--- config.mk ---
export PLATFORM = sky130hd
export DESIGN_NAME = pwm_coded_div
export DESIGN_NICKNAME = d
export VERILOG_FILES = /design/src/rtl/pwm_coded_pkg.sv /design/src/rtl/pwm_cfg_regs.sv /design/src/rtl/pwm_tick_gen.sv /design/src/rtl/pwm_wave.sv /design/src/rtl/pwm_coded_div.sv
export SDC_FILE = /design/constraint.sdc
export NUM_CORES = 1
export LEC_CHECK = 0
export BUFFER_PORTS_ARGS = -buffer_cell sky130_fd_sc_hd__buf_2
export CAP_MARGIN = 20
export CORE_UTILIZATION = 48
export DETAILED_ROUTE_END_ITERATION = 8
export PLACE_DENSITY = 0.72
export SLEW_MARGIN = 20
export SYNTH_ARGS = -nofsm -noshare
export SYNTH_HDL_FRONTEND = slang
export SYNTH_SLANG_ARGS = --single-unit
--- constraint.sdc ---
create_clock -name clk -period 5.59 [get_ports clk]
set_clock_uncertainty 0.15 [all_clocks]
set_input_delay 1.3975 -clock clk [delete_from_list [all_inputs] [get_ports clk]]
set_output_delay 1.3975 -clock clk [all_outputs]
set_load 0.02 [all_outputs]
--- src/rtl/pwm_coded_pkg.sv ---
package pwm_coded_pkg;
  localparam int CODE_W = 4;
  localparam int DIV_W  = 17;

  typedef struct packed {
    logic              pol_hi;
    logic              enable;
    logic              gate;
    logic [CODE_W-1:0] code;
  } ctrl_t;

  localparam int CTRL_W = $bits(ctrl_t);

  // divisor for a code; zero marks a reserved code
  function automatic logic [DIV_W-1:0] div_of_code(input logic [CODE_W-1:0] c);
    logic [DIV_W-1:0] d;
    case (c)
      4'd0:    d = 17'd120;
      4'd1:    d = 17'd180;
      4'd2:    d = 17'd240;
      4'd3:    d = 17'd360;
      4'd4:    d = 17'd480;
      4'd8:    d = 17'd12000;
      4'd9:    d = 17'd24000;
      4'd10:   d = 17'd36000;
      4'd11:   d = 17'd48000;
      4'd12:   d = 17'd72000;
      4'd15:   d = 17'd1;
      default: d = '0;
    endcase
    return d;
  endfunction

  function automatic logic code_valid(input logic [CODE_W-1:0] c);
    return div_of_code(c) != '0;
  endfunction
endpackage

--- src/rtl/pwm_cfg_regs.sv ---
module pwm_cfg_regs
  import pwm_coded_pkg::*;
#(
  parameter int CNT_W = 16,
  localparam int WR_W = 2 * CNT_W
) (
  input  logic             clk,
  input  logic             rst_n,
  input  logic             wr_en,
  input  logic             wr_sel,
  input  logic [WR_W-1:0]  wr_data,
  output ctrl_t            ctrl_q,
  output logic [CNT_W-1:0] period_q,
  output logic [CNT_W-1:0] duty_q,
  output logic             code_take
);
  ctrl_t wr_ctrl;
  assign wr_ctrl   = ctrl_t'(wr_data[CTRL_W-1:0]);
  // code only accepted while the stored gate is off
  assign code_take = wr_en & ~wr_sel & ~ctrl_q.gate;

  always_ff @(posedge clk) begin
    if (!rst_n) begin
      ctrl_q   <= '0;
      period_q <= '0;
      duty_q   <= '0;
    end else if (wr_en) begin
      if (!wr_sel) begin
        ctrl_q.gate   <= wr_ctrl.gate;
        ctrl_q.enable <= wr_ctrl.enable;
        ctrl_q.pol_hi <= wr_ctrl.pol_hi;
        if (code_take) ctrl_q.code <= wr_ctrl.code;
      end else begin
        period_q <= wr_data[CNT_W-1:0];
        duty_q   <= wr_data[WR_W-1:CNT_W];
      end
    end
  end
endmodule

--- src/rtl/pwm_tick_gen.sv ---
module pwm_tick_gen
  import pwm_coded_pkg::*;
(
  input  logic              clk,
  input  logic              rst_n,
  input  logic              ch_on,
  input  logic [CODE_W-1:0] code,
  output logic              tick,
  output logic              running
);
  logic [DIV_W-1:0] div_w;
  logic [DIV_W-1:0] cnt_q;
  logic             wrap;

  assign div_w   = div_of_code(code);
  assign running = ch_on & (div_w != '0);
  assign wrap    = (cnt_q == div_w - 1'b1);
  assign tick    = running & wrap;

  always_ff @(posedge clk) begin
    if (!rst_n)        cnt_q <= '0;
    else if (!running) cnt_q <= '0;
    else if (wrap)     cnt_q <= '0;
    else               cnt_q <= cnt_q + 1'b1;
  end
endmodule

--- src/rtl/pwm_wave.sv ---
module pwm_wave #(
  parameter int CNT_W = 16
) (
  input  logic             clk,
  input  logic             rst_n,
  input  logic             running,
  input  logic             tick,
  input  logic             pol_hi,
  input  logic [CNT_W-1:0] sh_period,
  input  logic [CNT_W-1:0] sh_duty,
  output logic [CNT_W-1:0] act_period,
  output logic [CNT_W-1:0] act_duty,
  output logic             period_end,
  output logic             pwm_out
);
  logic [CNT_W-1:0] pos_q;
  logic [CNT_W:0]   pos_nx;
  logic             last;
  logic             active;

  assign pos_nx     = {1'b0, pos_q} + 1'b1;
  assign last       = ({1'b0, act_period} <= pos_nx);
  assign period_end = running & tick & last;
  assign active     = running & (act_period != '0) & (pos_q < act_duty);
  assign pwm_out    = pol_hi ? active : ~active;

  always_ff @(posedge clk) begin
    if (!rst_n) begin
      pos_q      <= '0;
      act_period <= '0;
      act_duty   <= '0;
    end else if (!running) begin
      pos_q      <= '0;
      act_period <= sh_period;
      act_duty   <= sh_duty;
    end else if (tick) begin
      if (last) begin
        pos_q      <= '0;
        act_period <= sh_period;
        act_duty   <= sh_duty;
      end else begin
        pos_q <= pos_nx[CNT_W-1:0];
      end
    end
  end
endmodule

--- src/rtl/pwm_coded_div.sv ---
module pwm_coded_div
  import pwm_coded_pkg::*;
#(
  parameter int CNT_W = 16
) (
  input  logic               clk,
  input  logic               rst_n,
  input  logic               wr_en,
  input  logic               wr_sel,
  input  logic [2*CNT_W-1:0] wr_data,
  output logic               pwm_out
);
  ctrl_t            ctrl_q;
  logic [CNT_W-1:0] period_q, duty_q;
  logic [CNT_W-1:0] act_period, act_duty;
  logic             code_take_w;
  logic             tick_w;
  logic             running_w;
  logic             period_end_w;

  pwm_cfg_regs #(.CNT_W(CNT_W)) u_regs (
    .clk       (clk),
    .rst_n     (rst_n),
    .wr_en     (wr_en),
    .wr_sel    (wr_sel),
    .wr_data   (wr_data),
    .ctrl_q    (ctrl_q),
    .period_q  (period_q),
    .duty_q    (duty_q),
    .code_take (code_take_w)
  );

  pwm_tick_gen u_tick (
    .clk     (clk),
    .rst_n   (rst_n),
    .ch_on   (ctrl_q.enable & ctrl_q.gate),
    .code    (ctrl_q.code),
    .tick    (tick_w),
    .running (running_w)
  );

  pwm_wave #(.CNT_W(CNT_W)) u_wave (
    .clk        (clk),
    .rst_n      (rst_n),
    .running    (running_w),
    .tick       (tick_w),
    .pol_hi     (ctrl_q.pol_hi),
    .sh_period  (period_q),
    .sh_duty    (duty_q),
    .act_period (act_period),
    .act_duty   (act_duty),
    .period_end (period_end_w),
    .pwm_out    (pwm_out)
  );
endmodule

==> Word-level counts from Yosys, hierarchy flattened <==
Memory sizes are Yosys's and may differ from the RTL's. A register that Yosys moved wholly into a read port is not among the register bits.
Index checks and enable logic that the tools add are counted.
{ "word_totals": {"register_bits": 104, "wordCells": 49, "mem_count": 1, "rom_bits": 256, "input_bits": 36, "out_inout_bits": 1} }
{ "mem_list": {"columns": ["memory", "depth", "word_bits", "read_ports", "rd_clocked_by_memory_dff", "wr", "line_no", "rtl"], "rows": [
  ["(name not given)", 16, 16, 1, 1, 0, "pwm_coded_pkg.sv:17", "case (c)"]
]} }
{ "classes": {"bitwise": 12, "n_eq_ne": 3, "magnitude_cmp": 2, "mux": 10, "reduce_logical": 8, "addsub": 3} }
{ "op_table": {"columns": ["operator", "count"], "rows": [
  ["$mux 16", 7],
  ["$add 16x1->17 const B", 1],
  ["$add 17x1->17 const B", 1],
  ["$eq 17x17->1", 1],
  ["$le 16x17->1", 1],
  ["$reduce_bool 17->1", 1],
  ["$sub 17x1->17 const B", 1],
  ["$lt 16x16->1", 1],
  ["$reduce_bool 16->1", 1],
  ["$mux 4", 2],
  ["$reduce_and 2->1", 4],
  ["$and 1x1->1", 7],
  ["$not 1->1", 5],
  ["$reduce_and 3->1", 1],
  ["$reduce_or 3->1", 1],
  ["$ne 2x1->1 const B", 1],
  ["$ne 2x2->1 const B", 1],
  ["$mux 1", 1]
]} }

==> Longest topological paths before layout <==
Gate-level depths: netlist of the first run.
{ "logic_depth": {"word_depth": 6, "ltp_mapped": 18, "ltp_nobuf": 14} }

==> Cells and area by module <==
From an unflattened synthesis of the first run, not the netlist that was laid out.
{ "unflattened": {"cells_unflattened": 795, "area_unflattened_um2": 6525.0} }
{ "modules_own_cells": {"columns": ["module", "area_per_inst_um2", "seq_area_each_um2", "cells_per_inst", "instances"], "rows": [
  ["pwm_wave", 3214.3, 960.9, 391, 1],
  ["pwm_tick_gen", 1804.2, 340.3, 233, 1],
  ["pwm_cfg_regs", 1500.2, 780.7, 170, 1],
  ["pwm_coded_div", 6.3, 0.0, 1, 1]
]} }

==> Worst setup path before layout of the first run <==
Ideal clock, no wire load.
{ "synth_path": {"kind": "register to output", "startpoint": "register, netlist name u_tick.div_w[3]", "endpoint": "output port pwm_out", "path_slack_ns": 1.839, "required_ns": 4.043, "n_path_buf": 2, "arrival_ns": 2.203, "path_stages_with_launch": 8, "cell_sequence": "dfxtp_1 or4_1 o311a_1 clkbuf_1 clkbuf_1 o2111ai_1 a21oi_1 xnor2_1"} }
{ "synth_via": {"elab_chain_len": 6} }
{ "synth_rtl": {"columns": ["item", "line_no", "rtl"], "rows": [
  ["$reduce_bool 17->1 *", "pwm_tick_gen.sv:16", "assign running = ch_on & (div_w != '0);"],
  ["$and 1x1->1 *", "pwm_tick_gen.sv:16", null],
  ["$and 1x1->1 * (2 in series)", "pwm_wave.sv:24", "assign active = running & (act_period != '0) & (pos_q < act_duty);"],
  ["$not 1->1", "pwm_wave.sv:25", "assign pwm_out = pol_hi ? active : ~active;"],
  ["$mux 1 *", "pwm_wave.sv:25", null],
  ["end: declaration", "pwm_coded_div.sv:11", "output logic pwm_out"]
]} }
Every way passes the cells marked *; elsewhere a longest branch is shown, timed or not.

==> Worst setup path after layout of the first run <==
{ "layout_path": {"startpoint": "register u_wave.pos_q[0]", "endpoint": "register u_wave.act_duty[13]"} }
{ "layout_via": {"elab_chain_len": 4} }
{ "layout_rtl": {"columns": ["item", "line_no", "rtl"], "rows": [
  ["start: declaration", "pwm_wave.sv:16", "logic [CNT_W-1:0] pos_q;"],
  ["start signal: assignment", "pwm_wave.sv:42", "pos_q <= pos_nx[CNT_W-1:0];"],
  ["$add 16x1->17", "pwm_wave.sv:21", "assign pos_nx = {1'b0, pos_q} + 1'b1;"],
  ["$le 16x17->1", "pwm_wave.sv:22", "assign last = ({1'b0, act_period} <= pos_nx);"],
  ["$ne 2x1->1 (no source line)", null, null],
  ["$reduce_and 2->1 (no source line)", null, null],
  ["end signal: assignment", "pwm_wave.sv:35", "act_duty <= sh_duty;"],
  ["end signal: assignment", "pwm_wave.sv:40", "act_duty <= sh_duty;"],
  ["end: declaration", "pwm_wave.sv:12", "output logic [CNT_W-1:0] act_duty,"]
]} }
No other way between the ends.
A chain may end at the register's enable or synchronous reset.

==> results of run 1 <==
==> through the flow <==
step / cell area (µm²) / utilization, % / hold slack (ns)
floorplan: 6710 / - / 0.294
global placement: 6920 / 51.5 / 0.303
detailed placement: 6920 / 51.5 / 0.308
CTS: 7510 / 55.8 / 0.315
global route: 7510 / 55.8 / 0.336
finish: 7510 / 55.8 / 0.314
==> layer usage <==
layer,share of wire (%),vias to the layer above,GRT usage (%),wire [µm]
li1,-,2967,-,-
met1,52,2586,31.5,7610
met2,42,120,30.6,6160
met3,4.1,11,4.86,603
met4,1.1,0,6.40,162
met5,0,-,0,0
==> worst max-delay path: cells and delay by family (launching register included) <==
kind | cells | cell delay, ns
xor+xnor | 1 | 0.18
buf+inv | 1 | 0.48
simple gates | 7 | 1.69
flops | 1 | 0.41
compound gates | 4 | 0.62
fa+ha+maj | 2 | 0.55
==> report_power, final <==
part / switching [µW] / leakage [µW] / total, µW / internal (µW)
combinational: 122 / 0.00160 / 188 / 65.8
sequential: 24.7 / 0.000967 / 900 / 875
clock: 382 / 0.000279 / 1080 / 697
==> state kept, by name, indices dropped and copies added, names as in the netlist <==
register and cells:
u_wave.pos_q 16, u_tick.cnt_q 17, u_regs.duty_q 16, u_wave.act_period 16, u_regs.period_q 16, u_wave.act_duty 16, u_tick.div_w 15, u_regs.ctrl_q 7
==> cell families after synthesis <==
group	after synthesis	share of synthesized area [%]
AO/OA/AOI/OAI	171	20.1
multiplexers	8	1.21
AND/OR/NAND/NOR	339	24.3
adder cells (fa/ha/maj)	38	7.08
buffers and inverters	92	5.54
flip-flops	119	35.5
XOR/XNOR	48	6.26
==> cell usage in the layout (no fill, tap or decap), drive strengths merged, types with 3 or more instances in the layout <==
master / instances
nand4: 41
clkinv: 5
a21oi: 19
and3: 20
a211o: 5
dfxtp: 119
nor2b: 9
nand3: 20
buf: 40
xnor2: 25
nor3: 11
bufinv: 3
o2bb2ai: 3
a2bb2oi: 5
a21o: 5
a211oi: 6
o311ai: 33
a41oi: 32
a21boi: 33
clkinvlp: 3
nand2b: 6
clkbuf: 19
o21ai: 9
nor4: 11
xor2: 23
ha: 38
and2: 4
or3: 7
inv: 31
mux2i: 7
nor2: 80
nand2: 121
o22a: 6
==> final cells by class <==
type / count / share of cell area (%)
clock buffers: 19 / 5.76
clock inverters: 12 / 2.05
inverters: 30 / 1.50
multi-input cells: 604 / 53.2
flip-flops and latches: 119 / 31.7
well taps: 176 / 2.93
repair buffers: 40 / 2.83
==> final timing paths <==
kind / start / endpoint / slack [ns] / cells after the start
hold / removal: u_regs.duty_q[12] / u_regs.duty_q[12] / 0.31 / 2
hold reg to reg: u_regs.duty_q[12] / u_regs.duty_q[12] / 0.31 / 2
setup / recovery: u_wave.pos_q[0] / u_wave.act_duty[13] / 1.38 / 15
setup reg to reg: u_wave.pos_q[0] / u_wave.act_duty[13] / 1.38 / 15
==> metrics.txt, run 1 <==
wire length per cell=14.5 µm; Synth area leader=dfxtp_1; CTS Sinks=approximately 120; first-pass GRT wire length=24900 µm; starting density of the core=between 40% and 50%; Slew @ Worst Pin=about 0.98 ns; Fmax=between 200 and 250 MHz; worst path cell trace=ha_1 > and3_1 > and3_1 > and3_1 > nand3_1 > xor2_1 > ha_1 > nand2_1 > nor4_1 > o31a_1 > a211oi_1 > nor2_4 > buf_4 > a41oi_1 > o311ai_0; Max VDD drop=about 0.00026 V; Inst Count DP=a little under 1000; Netlist cell types=61; initial antenna violation count=0; Pleak=0.00285 µW; Seq cells post-synth=119; post-route setup slack=about 1.4 ns; Syn Nets=roughly 890; final wirelength=about 15000 µm; TritonCTS clock tree=done; cell area power density=288 mW/mm²; first drt pass iteration count=5; synthesis-to-finish area growth=11.9%; number of I/O port buffers=36; die height=roughly 120 µm; row cnt=42; Synth top cells by count=nand2_1 (121), dfxtp_1 (119), nor2_1 (78), clkbuf_1 (46), nand4_1 (41); Nets=between 800 and 900; final hold violation count=0; Initial DRC Count=399; RSZ-0062 raised after global routing=no; routed vias/inst=about 5.7; clock buffer depth=2; post-CTS resize count=0; top_reg_cell synth=dfxtp_1; share of the synthesized area in the top cell type=35.5%; yosys warns=0; cell with the most instances after synthesis=nand2_1; DRC=0; share of cells above drive strength 1=roughly a tenth; CP endpoint kind=flip-flop; CTS Buf Count=17; clock slew seen by the registers of the worst setup and hold paths=0.05 ns; Critical Path RT=~5.7 ns; fillers=between 1000 and 1500; syn avg cell area=8.23 µm²; antenna diode count=0; Crit Path Max Fanout=54; arrival time at the worst endpoint=4.36 ns; Tcrit/Tclk final=75.4%; Finished Layout Cells=1000; largest net degree at the start of global routing=between 100 and 150; area occupied by multi-input gates=roughly 0.0040 mm²; DP HPWL=slightly above 10000 µm; CP Class=flip-flop to flip-flop; total track usage=21.3%; slowest CP cell=buf_4; Post-CTS Repair Setup Buffers=0; status=finished, final reports clean; final setup vio count=0; max incr delay on CP=0.48 ns; via count=~5700; Post-synth ARST share=0%; CP startpoint kind=flip-flop; Placer Congestion=about 0.85; core box area=between 0.01 and 0.015 mm²; cell repeated most along the worst path=and3_1; Synth area leaders=dfxtp_1 (35%), ha_1 (7.1%), nand2_1 (6.8%); die width=approximately 120 µm; I/O pin count=37; number of max-cap violations=0; Final ANT Viol Nets=0; Die ar.=between 0.01 and 0.015 mm²; Total Power=approximately 2200 µW; EDFF count, synth=0; cts hold-fix bufs=0; root buffer cell=clkbuf_16; Hold Path Class=flip-flop to flip-flop; Mapped Cells=between 800 and 900; Sequential Area=between 0.002 and 0.0025 mm²; H-tree depth reported by CTS=4; GRT overflow=0; post-synthesis sequential area ratio=a little over a third; Slew Limit Fails=0; vias in the first global route=between 5000 and 6000; minimum clock period after layout=4.21 ns; Placement Setup Slack=1.47 ns; Slew Limit Headroom=34.6%; Clock Latency Late Sink=approximately 0.41 ns; Post-Syn Area=~0.0067 mm²; final setup TNS=0 ns
No activity file was read; power rests on OpenSTA's default activity.
==> run 2, diff against run 1 <==
ABC_AREA = 1   (was unset)
clock period = 4.3 ns   (was 5.59 ns; I/O delays follow)
==> run 2 against run 1 <==
  * Synthesized area fell by 4.7%
  * First-iteration DRC count fell by 23%
  * Setup slack got worse by 0.72 ns
  * Flip-flop and latch count did not move
  * Die area fell by 4.6%
  * Largest power group unchanged
==> metrics.txt, run 2 <==
die width=117 µm (-2.3%); RR Startpoint=u_wave.pos_q[1]; clock slew seen by the registers of the worst setup and hold paths=0.06 ns (about the same); worst hold path depth=2 (unchanged); Inst Count DP=1134 (+17%); largest family of logic cells by synthesized area=simple AND/OR/NAND/NOR gates; fillers=1274 (+1.8%); CP Class=flip-flop to output pin; Placement Setup Slack=0.751 ns (-0.720 ns); complex-gate fraction of the synthesized area=10.2% (-10 points); Seq cells post-synth=119 (unchanged); die height=117 µm (-2.3%); final hold violation count=0 (unchanged); Slew Limit Fails=0 (unchanged); worst hold start=u_regs.period_q[0]; total track usage=21.6% (+0.30 points); Die ar.=0.0138 mm² (-4.6%); DP HPWL=9940 µm (-1.2%); worst path cell trace=nor2_1 > nand2_1 > nor4_1 > nand4_1 > nor2b_4 > inv_1 > nor2_1 > nand3_1 > xor2_1 > buf_2; commonest non-fill, non-tap cells in the layout=nor2_1 (209), nand2_1 (172), inv_1 (120), dfxtp_1 (119), o21ai_0 (63); Nets=1055 (+19%); number of max-cap violations=0 (unchanged); largest net degree at the start of global routing=66 (-38%); wire length per cell=11.9 µm (-18%); Largest Register=u_tick.cnt_q; CTS Buf Count=17 (unchanged); Slew Limit Headroom=34.9% (+0.32 points); I/O pin count=37 (unchanged); syn avg cell area=6.72 µm² (-18%); H-tree depth reported by CTS=4 (unchanged); TritonCTS clock tree=done; Finished Layout Cells=1165 (+17%); Netlist cell types=34 (-44%); Hold Path Sink=u_wave.act_period[0]; GRT overflow=0 (unchanged); R2R cell count=18 (+3); Total Power=2820 µW (+30%); status=finished, final reports clean; first-pass GRT wire length=24300 µm (-2.1%); Syn Nets=1026 (+15%); Fmax=275 MHz; R2R setup slack=0.69 ns (-0.69 ns); post-synthesis sequential area ratio=37.2% (+1.7 points); cell area power density=388 mW/mm² (+35%); number of flip-flops in the largest register=17 (unchanged); commonest non-fill, non-tap cell in the layout=nor2_1; area share of and/or/nand/nor cells after synthesis=32.0% (+7.8 points); Clock Latency Late Sink=0.42 ns (about the same); EDFF count, synth=0 (unchanged); RSZ-0062 raised after global routing=no; xor-xnor portion of the synthesized cell area=3.64% (-2.6 points); number of I/O port buffers=36 (unchanged); vias in the first global route=5363 (+5.9%); slowest CP cell=dfxtp_1; area occupied by multi-input gates=0.00341 mm² (-15%); cell repeated most along the worst path=nor2_1; Critical Path RT=3.07 ns (-2.67 ns); DRC=0 (unchanged); root buffer cell=clkbuf_16; Max VDD drop=0.000402 V (+56%); via count=5769 (+1.5%); Slew @ Worst Pin=0.976 ns (-0.00583 ns); row cnt=41 (-2.4%); antenna diode count=0 (unchanged); first drt pass iteration count=5 (unchanged); Tcrit/Tclk final=84.7%; Bufs and invs on worst path=2 (+1); routed vias/inst=4.95 (-13%); Hold Path Class=flip-flop to flip-flop; cell with the most instances after synthesis=nor2_1; top_reg_cell synth=dfxtp_1; Crit Path Max Fanout=4 (-93%); Final ANT Viol Nets=0 (unchanged); Post-synth ARST share=0% (unchanged); post-route setup slack=0.658 ns (-0.718 ns); share of cells above drive strength 1=8.86% (-1.2 points); Synth top cells by count=nor2_1 (209), nand2_1 (172), inv_1 (120), dfxtp_1 (119), o21ai_0 (63); starting density of the core=49.9% (about the same); Post-Synth Adder-Cell Area=7.43% (+0.35 points); final setup vio count=0 (unchanged); core box area=0.0128 mm² (-4.7%); Hold Worst Slack=0.326 ns (+0.0117 ns); CTS Sinks=119 (unchanged); worst r2r dst=u_wave.act_period[5]; final wirelength=13900 µm (-4.4%); yosys warns=0 (unchanged); arrival time at the worst endpoint=2.42 ns (-1.94 ns); post-CTS resize count=0 (unchanged); minimum clock period after layout=~3.6 ns; cell family with most CP delay=simple AND/OR/NAND/NOR gates; Synth area leader=dfxtp_1; synthesis-to-finish area growth=13.8%; Sequential Area=0.00238 mm² (unchanged); Mapped Cells=952 (+17%); cts hold-fix bufs=0 (unchanged); Initial DRC Count=306 (-23%); Pleak=0.00331 µW (+16%); final setup TNS=0 ns (unchanged); share of the synthesized area in the top cell type=37.2% (+1.7 points); CP endpoint kind=output pin; Synth area leaders=dfxtp_1 (37%), nor2_1 (12%), nand2_1 (10%); initial antenna violation count=0 (unchanged); Placer Congestion=0.882 (+4.1%); multiplexer area fraction after synthesis=0% (-1.2 points); clock buffer depth=2 (unchanged); max incr delay on CP=0.34 ns (-0.14 ns); Post-CTS Repair Setup Buffers=0 (unchanged); Post-Syn Area=0.00640 mm² (-4.7%); CP startpoint kind=flip-flop
run 2: cells by family (layout without fill, tap and decap cells):
| group | Yosys count | in the layout |
|---|---|---|
| compound gates | 126 | 126 |
| simple gates | 490 | 490 |
| fa+ha+maj | 38 | 38 |
| flops | 119 | 119 |
| buf+inv | 154 | 195 |
| xor+xnor | 25 | 25 |
run 2: stage by stage:
stage                     utilization, %  instance area (µm²)
final                               56.8                 7280
after global routing                56.8                 7280
after CTS                           56.8                 7280
after detailed placement            52.3                 6710
after global placement              52.3                 6710
after floorplan                        -                 6400
run 2: worst max path at each step:
| stage | start | to | slack, ns | cells past startpoint |
|---|---|---|---|---|
| after global routing | u_wave.pos_q[1] | u_wave.act_period[12] | 0.37 | 17 |
| final | u_tick.div_w[9] | pwm_out | 0.66 | 10 |
| after CTS | u_tick.div_w[9] | pwm_out | 0.67 | 10 |
| after detailed placement | u_wave.pos_q[1] | u_wave.act_period[11] | 0.75 | 17 |
| after floorplan | u_wave.pos_q[1] | u_wave.act_duty[0] | 1.25 | 17 |
| after global placement | u_wave.pos_q[1] | u_wave.act_period[7] | 0.80 | 17 |
run 2: final cells by class:
class                           count  area share, %
Sequential cell                   119           32.7
Tap cell                          172           2.96
Clock inverter                     11           1.38
Multi-Input combinational cell    679           46.9
Clock buffer                       20           6.41
Timing Repair Buffer               43           3.37
Inverter                          121           6.24
run 2: where the power goes:
| part | internal (µW) | total [µW] | switching [µW] |
|---|---|---|---|
| sequential | 1150 | 1190 | 31.5 |
| combinational | 110 | 293 | 183 |
| clock | 835 | 1340 | 510 |
run 2: metal layers:
| layer | up-vias | part of all wire (%) | global-route usage (%) |
|---|---|---|---|
| met5 | - | 0 | 0 |
| met3 | 15 | 4.0 | 5.11 |
| met2 | 107 | 45 | 34.1 |
| met1 | 2581 | 49 | 29.0 |
| met4 | 0 | 1.3 | 6.90 |
| li1 | 3066 | - | - |
run 2: worst reg2reg max path, cell delays in order (launching register included):
cell and delay, ns:
dfxtp_1 0.38, ha_1 0.21, nand2_1 0.09, nor2_4 0.13, nand2_2 0.11, nor3_1 0.26
nand3_1 0.15, xor2_1 0.21, ha_1 0.29, a21oi_1 0.16, nor2_1 0.05, o21ai_1 0.12
nand2_1 0.10, o21ai_4 0.18, nand4_4 0.32, buf_12 0.30, nand3_1 0.12, nand2_1 0.08
nor2_1 0.12
==> run 3, diff against run 2 <==
clock period = 3.5 ns   (was 4.3 ns; I/O delays follow)
==> run 3 against run 2 <==
  * Total power increased by 20%
  * Non-clock buffer count increased by 2
  * Cell count increased by 0.17%
  * Utilization increased by 0.098 points
  * First-iteration DRC count increased by 6.9%
  * Die area unchanged
  * Register-to-register slack got worse by 0.48 ns
  * Largest power group unchanged
  * Highest routed layer unchanged
==> metrics.txt, run 3 (synthesis results as in run 2) <==
Max VDD drop=0.000379 V (-5.8%); Pleak=0.00333 µW (+0.50%); DRC=0 (unchanged); commonest non-fill, non-tap cells in the layout=nor2_1 (209), nand2_1 (172), inv_1 (120), dfxtp_1 (119), o21ai_0 (63); Fmax=302 MHz; Nets=1057 (+0.19%); arrival time at the worst endpoint=2.29 ns (-0.13 ns); Slew @ Worst Pin=1.02 ns (+0.0492 ns); Critical Path RT=2.47 ns (-0.60 ns); share of cells above drive strength 1=9.05% (+0.18 points); R2R setup slack=0.21 ns (-0.48 ns); CTS Sinks=119 (unchanged); Die ar.=0.0138 mm² (unchanged); Final ANT Viol Nets=0 (unchanged); final setup TNS=0 ns (unchanged); DP HPWL=9890 µm (-0.46%); antenna diode count=0 (unchanged); number of I/O port buffers=36 (unchanged); core box area=0.0128 mm² (unchanged); Placer Congestion=0.873 (-0.98%); die height=117 µm (unchanged); die width=117 µm (unchanged); wire length on met1=7080 µm (+2.9%); Initial DRC Count=327 (+6.9%); via count=5707 (-1.1%); RSZ-0062 raised after global routing=no; total track usage=21.1% (-0.53 points); met2 wire len=6170 µm (-1.7%); first drt pass iteration count=5 (unchanged); Seq pwr share=43.1% (+1.1 points); commonest non-fill, non-tap cell in the layout=nor2_1; row cnt=41 (unchanged); CP endpoint kind=output pin; Largest Register=u_tick.cnt_q; DR top layer=met4; number of max-cap violations=0 (unchanged); clock buffer depth=2 (unchanged); P_int=2520 µW (+20%); clock slew seen by the registers of the worst setup and hold paths=0.05 ns (about the same); root buffer cell=clkbuf_16; Comb pwr share=10.6% (+0.2 points); number of flip-flops in the largest register=17 (unchanged); Hold Path Class=flip-flop to flip-flop; Tcrit/Tclk final=94.7%; status=finished, final reports clean; final wirelength=13900 µm (about the same); TritonCTS clock tree=done; wire length per cell=11.9 µm (-0.26%); final setup vio count=0 (unchanged); synthesis-to-finish area growth=14.0%; starting density of the core=49.9% (unchanged); I/O pin count=37 (unchanged); Switch Pwr=858 µW (+19%); CTS Buf Count=17 (unchanged); final hold violation count=0 (unchanged); Area after DPL=0.00672 mm² (+0.11%); Clock Latency Late Sink=0.42 ns (about the same); Slew Limit Headroom=31.6% (-3.3 points); final core occ=56.8% (+0.098 points); first-pass GRT wire length=23700 µm (-2.4%); routed vias/inst=4.89 (-1.2%); Slew Limit Fails=0 (unchanged); Crit Path Max Fanout=4 (unchanged); GRT overflow=0 (unchanged); metal3 WL=455 µm (-18%); CP Class=flip-flop to output pin; CP startpoint kind=flip-flop; H-tree depth reported by CTS=4 (unchanged); Final Cell Area=0.00729 mm² (+0.17%); switching share of power=25.4% (-0.26 points); minimum clock period after layout=roughly 3.3 ns; initial antenna violation count=0 (unchanged); largest net degree at the start of global routing=68 (+3.0%); vias in the first global route=5157 (-3.8%); power share of the clock group=46.3% (-1.3 points); cell area power density=464 mW/mm² (+20%)
## run 3: changes by cell type in the layout (fill, tap and decap cells not counted), sizes merged
cell / change
clkinvlp: -3
bufinv: -1
clkbuf: +4
inv: -1
buf: +1
clkinv: +2
## run 3: worst max-delay path, stage by stage (launching register included)
cell and delay [ns]:
dfxtp_1 0.33, nor2_1 0.23, nand2_1 0.11, nor4_1 0.24
nand4_1 0.14, nor2b_4 0.15, inv_1 0.09, nor2_1 0.07
nand3_1 0.16, xor2_1 0.16, buf_2 0.18
## run 3: power groups by stage
stage / Combinational, µW / Clock, µW / Sequential (µW)
5_1_grt: 419 / 1650 / 1470
3_3_place_gp: 350 / 0 / 1490
2_1_floorplan: 274 / 0 / 1470
4_1_cts: 359 / 1590 / 1460
6_report: 357 / 1560 / 1460
3_5_place_dp: 356 / 0 / 1490
## run 3: cell type report
class	instances	area (µm²)
Tap cell	172	215
Multi-Input combinational cell	679	3420
Fill cell	1267	5530
Clock inverter	8	48.8
Inverter	121	454
Sequential cell	119	2380
Timing Repair Buffer	45	278
Clock buffer	23	488
## run 3: layer usage
layer,global-route usage (%),vias to the layer above
li1,-,3081
met1,28.5,2534
met2,33.1,74
met3,5.06,18
met4,6.41,0
met5,0,-
## run 3: what timing repair did
action	4_1_cts	5_1_grt
resized for setup	0	2
endpoints found under the hold margin	0	0
hold buffers	0	0
endpoints found under the setup margin	0	27
buffers inserted	0	0
## run 3: worst paths after layout
path	start	to	cells past startpoint
hold / removal	u_regs.period_q[0]	u_wave.act_period[0]	2
hold reg to reg	u_regs.period_q[0]	u_wave.act_period[0]	2
setup reg to reg	u_wave.pos_q[1]	u_wave.act_duty[9]	17
setup / recovery	u_tick.div_w[9]	pwm_out	10
## run 3: per-stage QoR
stage	total power (µW)	setup slack [ns]	hold slack (ns)	std cells
global placement	1840	0.221	0.313	1135
CTS	3410	0.163	0.334	1166
detailed placement	1840	0.188	0.321	1135
floorplan	1750	0.451	0.302	952
global route	3530	0.0181	0.352	1167
finish	3380	0.186	0.330	1167
